===== config.mk =====
export PLATFORM = sky130hd
export DESIGN_NAME = scsiSelDetect
export DESIGN_NICKNAME = d
export VERILOG_FILES = /design/src/rtl/scsiSelPkg.sv /design/src/rtl/selDatapath.sv /design/src/rtl/selControl.sv /design/src/rtl/scsiSelDetect.sv
export SDC_FILE = /design/constraint.sdc
export NUM_CORES = 1
export LEC_CHECK = 0
export BUFFER_PORTS_ARGS = -buffer_cell sky130_fd_sc_hd__buf_2
export CAP_MARGIN = 0
export CORE_MARGIN = 5
export CORE_UTILIZATION = 59
export CTS_CLUSTER_SIZE = 24
export DETAILED_ROUTE_END_ITERATION = 12
export GPL_ROUTABILITY_DRIVEN = 0
export GPL_TIMING_DRIVEN = 0
export PLACE_DENSITY = 0.86
export SLEW_MARGIN = 30
export SYNTH_ARGS = -nofsm -noshare
export SYNTH_HDL_FRONTEND = slang
export SYNTH_HIERARCHICAL = 1
export SYNTH_SLANG_ARGS = --single-unit
export TNS_END_PERCENT = 50

===== constraint.sdc =====
create_clock -name clk -period 3.9 [get_ports clk]
set_input_delay 0.195 -clock clk [delete_from_list [all_inputs] [get_ports clk]]
set_output_delay 0.195 -clock clk [all_outputs]
set_load 0.01 [all_outputs]

===== src/rtl/scsiSelPkg.sv =====
package scsiSelPkg;
  typedef struct packed {
    logic setSel;
    logic setRst;
    logic clrSel;
    logic clrRst;
  } selStrobes_t;
endpackage


===== src/rtl/selDatapath.sv =====
module selDatapath
  import scsiSelPkg::*;
#(
  parameter int IDS  = 8,
  parameter int ID_W = $clog2(IDS)
) (
  input  logic            clk,
  input  logic            rstN,
  input  logic            selIn,
  input  logic            bsyIn,
  input  logic            ioIn,
  input  logic            busRstIn,
  input  logic [IDS-1:0]  dataIn,
  input  logic            parityIn,
  input  logic [IDS-1:0]  idMask,
  input  logic            parityEn,
  input  logic            filterBypass,
  input  selStrobes_t     strobes,
  output logic            condOk,
  output logic            busRstSeen,
  output logic            selectedQ,
  output logic [ID_W-1:0] selIdQ,
  output logic            busRstQ,
  output logic            evtQ
);
  localparam int NB    = IDS + 5;
  localparam int B_PAR = IDS;
  localparam int B_SEL = IDS + 1;
  localparam int B_BSY = IDS + 2;
  localparam int B_IO  = IDS + 3;
  localparam int B_RST = IDS + 4;

  logic [NB-1:0] rawVec;
  logic [NB-1:0] filtVec;
  assign rawVec = {busRstIn, ioIn, bsyIn, selIn, parityIn, dataIn};

  // One filter cell per input line: a level passes once two samples agree
  for (genvar i = 0; i < NB; i++) begin : g_filt
    logic smp, prv, flt;
    always_ff @(posedge clk or negedge rstN) begin
      if (!rstN) begin
        smp <= 1'b0;
        prv <= 1'b0;
        flt <= 1'b0;
      end else begin
        smp <= rawVec[i];
        prv <= smp;
        if (filterBypass || (smp == prv)) flt <= smp;
      end
    end
    assign filtVec[i] = flt;
  end

  logic [IDS-1:0]  filtData, hitVec;
  logic            filtSel, filtBsy, filtIo, filtRst, filtPar, parityOk;
  logic [ID_W-1:0] winId;

  assign filtData = filtVec[IDS-1:0];
  assign filtPar  = filtVec[B_PAR];
  assign filtSel  = filtVec[B_SEL];
  assign filtBsy  = filtVec[B_BSY];
  assign filtIo   = filtVec[B_IO];
  assign filtRst  = filtVec[B_RST];
  assign hitVec   = filtData & idMask;
  assign parityOk = ^{filtData, filtPar};

  // Highest enabled ID wins
  always_comb begin
    winId = '0;
    for (int k = 0; k < IDS; k++) begin
      if (hitVec[k]) winId = ID_W'(k);
    end
  end

  assign condOk = filtSel && !filtBsy && !filtIo && !filtRst && (|hitVec)
                  && (!parityEn || parityOk);
  assign busRstSeen = filtRst;

  always_ff @(posedge clk or negedge rstN) begin
    if (!rstN) begin
      selectedQ <= 1'b0;
      selIdQ    <= '0;
      busRstQ   <= 1'b0;
      evtQ      <= 1'b0;
    end else begin
      if (strobes.setSel) begin
        selectedQ <= 1'b1;
        selIdQ    <= winId;
      end else if (strobes.clrSel) begin
        selectedQ <= 1'b0;
        selIdQ    <= '0;
      end
      if (strobes.setRst)      busRstQ <= 1'b1;
      else if (strobes.clrRst) busRstQ <= 1'b0;
      evtQ <= strobes.setSel | (strobes.setRst & !busRstQ);
    end
  end

  p_sel_sticky_r4: assert property (@(posedge clk) disable iff (!rstN)
    (selectedQ && !strobes.clrSel) |=> selectedQ);
  p_id_stable_r4: assert property (@(posedge clk) disable iff (!rstN)
    (selectedQ && !strobes.clrSel) |=> $stable(selIdQ));
  p_bus_ok_r1: assert property (@(posedge clk) disable iff (!rstN)
    $rose(selectedQ) |-> ($past(filtSel) && !$past(filtBsy) && !$past(filtIo)));
  p_mask_r2: assert property (@(posedge clk) disable iff (!rstN)
    $rose(selectedQ) |-> $past(|idMask));
  p_parity_r8: assert property (@(posedge clk) disable iff (!rstN)
    ($rose(selectedQ) && $past(parityEn)) |-> $past(parityOk));
  p_evt_sel_r6: assert property (@(posedge clk) disable iff (!rstN)
    $rose(selectedQ) |-> evtQ);
  p_evt_rst_r6: assert property (@(posedge clk) disable iff (!rstN)
    $rose(busRstQ) |-> evtQ);
  p_rst_sticky_r7: assert property (@(posedge clk) disable iff (!rstN)
    (busRstQ && !strobes.clrRst) |=> busRstQ);
endmodule


===== src/rtl/selControl.sv =====
module selControl
  import scsiSelPkg::*;
#(
  parameter int SLOW_CNT = 43,
  parameter int FAST_CNT = 5
) (
  input  logic        clk,
  input  logic        rstN,
  input  logic        condOk,
  input  logic        busRstSeen,
  input  logic        selectedQ,
  input  logic        fastLatch,
  input  logic        clrSelected,
  input  logic        clrBusReset,
  output selStrobes_t strobes
);
  localparam int CNT_W = $clog2(SLOW_CNT + 1);
  localparam logic [CNT_W-1:0] SLOW_LAST = CNT_W'(SLOW_CNT - 1);
  localparam logic [CNT_W-1:0] FAST_LAST = CNT_W'(FAST_CNT - 1);

  logic [CNT_W-1:0] holdCnt;
  logic [CNT_W-1:0] lastCnt;
  logic             reached;

  assign lastCnt = fastLatch ? FAST_LAST : SLOW_LAST;
  assign reached = holdCnt >= lastCnt;

  always_ff @(posedge clk or negedge rstN) begin
    if (!rstN)                     holdCnt <= '0;
    else if (!condOk || selectedQ) holdCnt <= '0;
    else if (!reached)             holdCnt <= holdCnt + 1'b1;
  end

  always_comb begin
    strobes.setSel = condOk && !selectedQ && reached;
    strobes.setRst = busRstSeen;
    strobes.clrSel = clrSelected;
    strobes.clrRst = clrBusReset;
  end

  p_cnt_bound_r3: assert property (@(posedge clk) disable iff (!rstN)
    holdCnt <= SLOW_LAST);
  p_qual_hold_r3: assert property (@(posedge clk) disable iff (!rstN)
    (holdCnt != '0) |-> $past(condOk));
endmodule


===== src/rtl/scsiSelDetect.sv =====
module scsiSelDetect
  import scsiSelPkg::*;
#(
  parameter int IDS      = 8,
  parameter int SLOW_CNT = 43,
  parameter int FAST_CNT = 5,
  localparam int ID_W    = $clog2(IDS)
) (
  input  logic            clk,
  input  logic            rstN,
  input  logic            selIn,
  input  logic            bsyIn,
  input  logic            ioIn,
  input  logic            busRstIn,
  input  logic [IDS-1:0]  dataIn,
  input  logic            parityIn,
  input  logic [IDS-1:0]  idMask,
  input  logic            fastLatch,
  input  logic            parityEn,
  input  logic            filterBypass,
  input  logic            clrSelected,
  input  logic            clrBusReset,
  output logic            selected,
  output logic [ID_W-1:0] selectedId,
  output logic            busResetFlag,
  output logic            eventOut
);
  selStrobes_t strobes;
  logic        condOk, busRstSeen;

  selDatapath #(.IDS(IDS), .ID_W(ID_W)) u_dp (
    .clk(clk), .rstN(rstN), .selIn(selIn), .bsyIn(bsyIn), .ioIn(ioIn),
    .busRstIn(busRstIn), .dataIn(dataIn), .parityIn(parityIn),
    .idMask(idMask), .parityEn(parityEn), .filterBypass(filterBypass),
    .strobes(strobes), .condOk(condOk), .busRstSeen(busRstSeen),
    .selectedQ(selected), .selIdQ(selectedId), .busRstQ(busResetFlag),
    .evtQ(eventOut)
  );

  selControl #(.SLOW_CNT(SLOW_CNT), .FAST_CNT(FAST_CNT)) u_ctl (
    .clk(clk), .rstN(rstN), .condOk(condOk), .busRstSeen(busRstSeen),
    .selectedQ(selected), .fastLatch(fastLatch), .clrSelected(clrSelected),
    .clrBusReset(clrBusReset), .strobes(strobes)
  );
endmodule


==> metrics.md, run 1 <==
| Metric | Value |
|---|---|
| Syn_area_per_cell | between 10 and 15 sq um |
| Die Height | ~70 um |
| CP max FO | 4 |
| Die Wd | about 70 um |
| GRT overflow | 0 |
| CP Class | register to register |
| Share of cells above drive strength 1 | approximately 18% |
| Fillcell total | 231 |
| Synth top area share | 60.4% |
| Unrepaired setup endpoints after global routing | no |
| Post-synth EDFFs | 0 |
| Antenna violations before repair | 0 |
| Post-synth ARST share | 100% |
| Inserted Clock Buffers | 5 |
| Status | complete, no violations |
| Ranking of synthesized cells by area | dfrtp_1, o21ai_0, nor2b_1, nand2_1, xnor2_1 |
| Fin util | roughly three quarters |
| Post-synthesis cell count | approximately 190 |
| Leakage power | approximately 1.2 nW |
| Root buf cell | clkbuf_4 |
| Core Region | 3390 sq um |
| Multi-input logic area | approximately 800 sq um |
| WL/cell | approximately 13 um |
| P&R area growth vs syn | 19.8% |
| GRT Util Overall | about 18% |
| Storage cell area | ~1300 sq um |
| DRT Wirelength | roughly 3900 um |
| Clk_skew | between 0.007 and 0.008 ns |
| Clock tree buffer depth | 2 |
| Clock latency on the worst-skew pair | 0.36 ns |
| #FFs+latches synth | 51 |
| Fmax | 450 MHz |
| Crit path DAT | 2.50 ns |
| Drc violations | 0 |
| Final-report setup violation count | 0 |
| Post-synthesis cell area | 2110 sq um |
| # Post-CTS Setup Buffers | 0 |
| CTS tree | done |
| Largest net degree at the start of global routing | 52 |
| Worst VDD drop | 0.261 mV |
| DIE AREA | slightly below 5000 sq um |
| Setup tns final | 0 ns |
| Post-synthesis sequential area ratio | approximately three fifths |
| Hpwl dp | between 2000 and 3000 um |
| Starting Density | 62.3% |
| CP startpoint kind | register |
| Global-route wire length before repair | a little under 7000 um |
| Nets | about 270 |
| Max Transition Viols Final | 0 |
| PD cells | ~370 nW/um^2 |
| Total number of vias | around 1500 |
| Fin. Hold Viols | 0 |
| Post-route ant nets | 0 |
| Detailed Routing Iterations Pass 1 | 4 |
| Port buffer count | 31 |
| Worst hold path class | input pin to register |
| Worst EP required | between 4 and 5 ns |
| H-tree depth | 2 |
| Final Cycle Share | 57.0% |
| Ys flop type | dfrtp_1 |
| Relative slew slack | about 60% |
| Cell taking the most area after synthesis | dfrtp_1 |
| Worst-Margin Slew | approximately 0.6 ns |
| Reg clk slew, reported paths | between 0.1 and 0.15 ns |
| Row count | 21 |
| Synth warn | 6 |
| Ant diodes | 0 |
| Iteration-0 DRC Markers | 66 |
| Syn_nets | 220 |
| Number of global-route vias before repair | 1566 |
| CTS Sinks | 51 |
| Max_cap viols | 0 |
| Boundary Pins | 34 |
| Final min period | 2.22 ns |
| Number of vias per cell | roughly 5.3 |
| Netlist cell types | 34 |
| CP endpoint kind | register |
==> cells by family (layout without fill, tap and decap cells) <==
kind of cell / Yosys count / in the layout / synth area share, %
simple gates: 58 / 58 / 14.7
flops: 51 / 51 / 60.4
compound gates: 49 / 49 / 14.0
buf+inv: 12 / 66 / 2.78
xor+xnor: 9 / 9 / 3.73
fa+ha+maj: 5 / 5 / 2.96
mux: 3 / 3 / 1.42
==> power breakdown <==
part / total [mW] / internal [mW] / switching [mW] / leakage, nW
clock network: 0.224 / 0.0698 / 0.154 / 0.0282
registers: 0.580 / 0.558 / 0.0223 / 0.611
logic: 0.123 / 0.0653 / 0.0580 / 0.531
total: 0.928 / 0.693 / 0.235 / 1.17
==> metrics by stage <==
step | worst slack (ns) | instance area, sq um | std cells | hold slack [ns] | total power [mW]
after global routing | 1.55 | 2530 | 287 | 0.00750 | 0.979
after global placement | 1.70 | 2330 | 264 | 0.303 | 0.698
after CTS | 1.67 | 2530 | 287 | 0.00631 | 0.937
after floorplan | 1.92 | 2110 | 187 | -0.101 | 0.658
final | 1.68 | 2530 | 287 | 0.0191 | 0.928
after detailed placement | 1.70 | 2330 | 264 | 0.245 | 0.703
==> synthesized netlist by cell type (all sizes together), types with 2 or more instances <==
library cell / n
dfrtp: 51
o21ai: 31
nand2: 23
nor2b: 16
xnor2: 8
inv: 7
buf: 5
ha: 5
nand2b: 5
a22oi: 4
mux2i: 3
a21oi: 2
a22o: 2
a31oi: 2
nand3: 2
nand4: 2
nor2: 2
nor4: 2
o31ai: 2
==> cell usage in the layout (no fill, tap or decap), types with 3 or more instances in the layout <==
master / synthesis / final
nor2b_1: 16 / 16
o21ai_0: 25 / 25
a22oi_1: 4 / 4
xnor2_1: 8 / 8
buf_2: 2 / 32
buf_4: 3 / 4
inv_1: 7 / 7
nand2_1: 23 / 23
dlygate4sd3_1: 0 / 15
clkbuf_4: 0 / 5
nand2b_1: 5 / 5
mux2i_1: 3 / 3
dfrtp_1: 51 / 51
ha_1: 5 / 5
o21ai_1: 6 / 6
==> worst paths after layout <==
kind / from / endpoint / slack, ns / cells after the start
max: u_dp/filtBsy$_DFFE_PN0P_ / u_dp/selIdQ[1]$_DFFE_PN0P_ / 1.68 / 7
min: clrSelected / u_dp/selectedQ$_DFFE_PN0P_ / 0.02 / 2
min in group asynchronous: rstN / u_dp/g_filt[3].flt$_DFFE_PN0P_ / 0.37 / 2
max in group asynchronous: rstN / u_dp/g_filt[7].smp$_DFF_PN0_ / 3.12 / 2
min reg2reg: u_dp/g_filt[9].smp$_DFF_PN0_ / u_dp/g_filt[9].prv$_DFF_PN0_ / 0.40 / 0
max reg2reg: u_dp/filtBsy$_DFFE_PN0P_ / u_dp/selIdQ[1]$_DFFE_PN0P_ / 1.68 / 7
==> state kept, by name (all words and copies together) (netlist names) <==
signal	count
u_dp/g_filt.smp	13
u_dp/selectedQ	1
u_dp/evtQ	1
u_dp/filtPar	1
u_dp/filtBsy	1
u_dp/filtSel	1
u_dp/g_filt.prv	13
u_dp/busRstQ	1
u_dp/g_filt.flt	8
u_ctl/holdCnt	6
u_dp/busRstSeen	1
u_dp/filtIo	1
u_dp/selIdQ	3
==> cell type report <==
| cell class | count | area share [%] |
|---|---|---|
| flip-flops and latches | 51 | 50.4 |
| multi-input cells | 124 | 30.7 |
| repair buffers | 46 | 12.2 |
| well taps | 46 | 2.27 |
| clock buffers | 6 | 1.63 |
| plain buffers | 5 | 1.28 |
| inverters | 7 | 1.04 |
| clock inverters | 2 | 0.494 |
==> worst max-delay path, cell delays in order (launching register included) <==
cell and delay, ns:
dfrtp_1 0.42, or4b_1 0.53, a31oi_1 0.15, a21boi_1 0.20, nand2b_1 0.14, a31oi_1 0.31, nor2_1 0.14, a22o_1 0.24
==> routing by layer <==
metal | track usage [%] | wire, um | vias to the layer above
met3 | 5.60 | 224 | 7
met2 | 28.2 | 1790 | 41
met4 | 5.74 | 52 | 0
li1 | - | - | 754
met5 | 0 | 0 | -
met1 | 22.6 | 1780 | 723
==> timing repair <==
action | in CTS | in global routing
resized for setup | 0 | 0
hold buffers | 15 | 0
setup endpoints to repair | 0 | 0
hold endpoints to repair | 65 | 0
Power figures use the tool's default switching activity.
==> inputs of run 2 (changes only) <==
- CORE_UTILIZATION: 59 -> 50
- PLACE_DENSITY: 0.86 -> 0.78
- clock period: 3.9 -> 1.95 ns (I/O delays scaled with it)
==> run 2 against run 1 <==
The run now ends with setup timing left. Non-clock buffer count grew 9. Flip-flop and latch count is the same. Highest routed layer unchanged. Clock power grew to 2.7 times the previous value.
==> metrics.md, run 2 (synthesis results as in run 1) <==
| Metric | Value |
|---|---|
| Status | complete, but fails checks |
| Failing checks | setup timing |
| Drc violations | 0 (unchanged) |
| Core Region | 4060 sq um (+20%) |
| Worst-Margin Slew | 0.603 ns (-0.000595 ns) |
| Row count | 23 (+9.5%) |
| Reg clk slew, reported paths | 0.08 ns (-0.06 ns) |
| CP max FO | 4 (unchanged) |
| Die Wd | 75.0 um (+7.4%) |
| Hold Path Cell Cnt | 3 (+1) |
| Post-route ant nets | 0 (unchanged) |
| Iteration-0 DRC Markers | 53 (-20%) |
| Power after layout | 2.04 mW (+120%) |
| Crit path max-delay cell type | or4b_1 |
| Worst hold path class | input pin to register |
| Largest net degree at the start of global routing | 52 (unchanged) |
| Clock latency on the worst-skew pair | 0.30 ns (-0.06 ns) |
| Most frequent cells in the layout | dfrtp_1, buf_2, nand2_1, o21ai_0, dlygate4sd3_1 |
| Ant diodes | 0 (unchanged) |
| DIE AREA | 5630 sq um (+15%) |
| Global-route wire length before repair | 7190 um (+5.1%) |
| Die Height | 75.0 um (+7.4%) |
| Fin. Hold Viols | 0 (unchanged) |
| Fmax | 500 MHz (+11%) |
| Worst-path cell chain | or4b_1, a31oi_1, a21boi_2, nand2b_1, a31oi_4, nor2_2, a22o_1 |
| CTS tree | done |
| CP endpoint kind | register |
| Fillcell total | 321 (+39%) |
| GRT Util Overall | 17.3% (-0.27 points) |
| Port buffer count | 31 (unchanged) |
| Final-report setup violation count | 1 (+1) |
| Hpwl dp | 2940 um (+8.4%) |
| Detailed Routing Iterations Pass 1 | 4 (unchanged) |
| Max Transition Viols Final | 0 (unchanged) |
| Share of cells above drive strength 1 | 24.9% (+6.6 points) |
| Inserted Clock Buffers | 5 (unchanged) |
| Net Switching | 0.497 mW (+110%) |
| Clock tree buffer depth | 2 (unchanged) |
| Levels on crit path | 7 (unchanged) |
| R2R depth | 7 (unchanged) |
| Final min period | 2.00 ns (-0.223 ns) |
| Worst EP required | 2.14 ns (-2.03 ns) |
| Post-Place Cell Area | 2340 sq um (+0.48%) |
| Largest regs | u_dp/g_filt.prv: 13 flops, u_dp/g_filt.smp: 13 flops, u_dp/g_filt.flt: 8 flops |
| Crit path DAT | 2.19 ns (-0.31 ns) |
| P&R area growth vs syn | 27.4% |
| CTS Sinks | 51 (unchanged) |
| H-tree depth | 2 (unchanged) |
| Clk pwr share | 29.2% (+5.0 points) |
| Number of global-route vias before repair | 1537 (-1.9%) |
| CP Class | register to register |
| Logic pwr share | 13.8% (+0.5 points) |
| Final WS setup | -0.0516 ns (-1.73 ns) |
| Antenna violations before repair | 0 (unchanged) |
| Final Cycle Share | 103% (+46 points) |
| Max_cap viols | 0 (unchanged) |
| Commonest non-fill, non-tap cell in the layout | dfrtp_1 |
| Root buf cell | clkbuf_8 |
| GRT overflow | 0 (unchanged) |
| CP startpoint kind | register |
| Leakage power | 1.24 nW (+5.8%) |
| Worst VDD drop | 0.639 mV (+140%) |
| Total number of vias | 1593 (+4.5%) |
| Number of vias per cell | 5.33 (+0.27%) |
| Cell family with most CP delay | compound AO/OA/AOI/OAI gates |
| PD cells | 757 nW/um^2 (+110%) |
| Post-route cell area | 2690 sq um (+6.3%) |
| Switching Share | 24.4% (-0.93 points) |
| CP max stage delay | 0.51 ns (-0.02 ns) |
| Relative slew slack | 59.8% (about the same) |
| Worst path bufs/invs | 0 (unchanged) |
| Nets | 282 (+3.3%) |
| DRT Wirelength | 4300 um (+12%) |
| Boundary Pins | 34 (unchanged) |
| Fin util | 66.4% (-8.4 points) |
| Unrepaired setup endpoints after global routing | yes |
| Flop pwr share | 57.0% (-5.5 points) |
| P_int | 1.54 mW (+120%) |
| WL/cell | 14.4 um (+7.1%) |
| Starting Density | 52.1% (-10 points) |
| Clk_skew | 0.00403 ns (-0.00348 ns) |
[run 2: final timing paths]
path	from	end	slack (ns)
worst max-delay path	u_dp/filtBsy$_DFFE_PN0P_	u_dp/selIdQ[1]$_DFFE_PN0P_	-0.05
worst min-delay path	idMask[7]	u_dp/selIdQ[0]$_DFFE_PN0P_	0.14
worst max register to register	u_dp/filtBsy$_DFFE_PN0P_	u_dp/selIdQ[1]$_DFFE_PN0P_	-0.05
worst min register to register	u_dp/g_filt[7].smp$_DFF_PN0_	u_dp/g_filt[7].prv$_DFF_PN0_	0.39
max in group asynchronous	rstN	u_dp/g_filt[3].flt$_DFFE_PN0P_	1.17
min in group asynchronous	rstN	u_dp/g_filt[0].prv$_DFF_PN0_	0.35
[run 2: layout make-up]
cell class	instances	area (sq um)	area share (%)
Clock buffer	6	82.6	3.07
Sequential cell	51	1280	47.4
Clock inverter	1	5.00	0.186
Inverter	7	26.3	0.976
Multi-Input combinational cell	124	828	30.8
Buffer	5	32.5	1.21
Timing Repair Buffer	55	378	14.0
Tap cell	50	62.6	2.32
[run 2: routing by layer]
layer	wire length, um	vias to the layer above	GRT usage, %
met3	282	4	4.54
met1	1890	779	23.2
met4	50	0	5.34
met2	2080	38	27.7
li1	-	772	-
met5	0	-	0
[run 2: power groups by stage]
stage          clock network, mW  logic [mW]  registers, mW
2_1_floorplan                  0       0.146           1.17
3_3_place_gp                   0       0.219           1.18
3_5_place_dp                   0       0.227           1.18
4_1_cts                    0.606       0.270           1.16
5_1_grt                    0.654       0.317           1.17
6_report                   0.595       0.282           1.16
[run 2: stage by stage]
step / hold slack [ns] / std cells / setup slack, ns / TNS (ns)
after floorplan: -0.198 / 187 / 0.0230 / 0
after global placement: 0.205 / 268 / -0.162 / -0.298
after detailed placement: 0.153 / 268 / -0.193 / -0.373
after CTS: 0.126 / 297 / -0.00373 / -0.00373
after global routing: 0.161 / 299 / -0.169 / -0.609
final: 0.135 / 299 / -0.0516 / -0.0516
[run 2: repair_timing]
action                                 4_1_cts  5_1_grt
endpoints found under the hold margin       66        0
pin swaps                                    3        3
gates resized for setup                      4        8
hold buffers                                16        0
setup buffers                                6        2
setup endpoints to repair                    7       11
[run 2: worst register-to-register path, stage by stage, from the launching register on]
cell	delay, ns
dfrtp_1	0.40
or4b_1	0.51
a31oi_1	0.16
a21boi_2	0.18
nand2b_1	0.13
a31oi_4	0.23
nor2_2	0.07
a22o_1	0.21
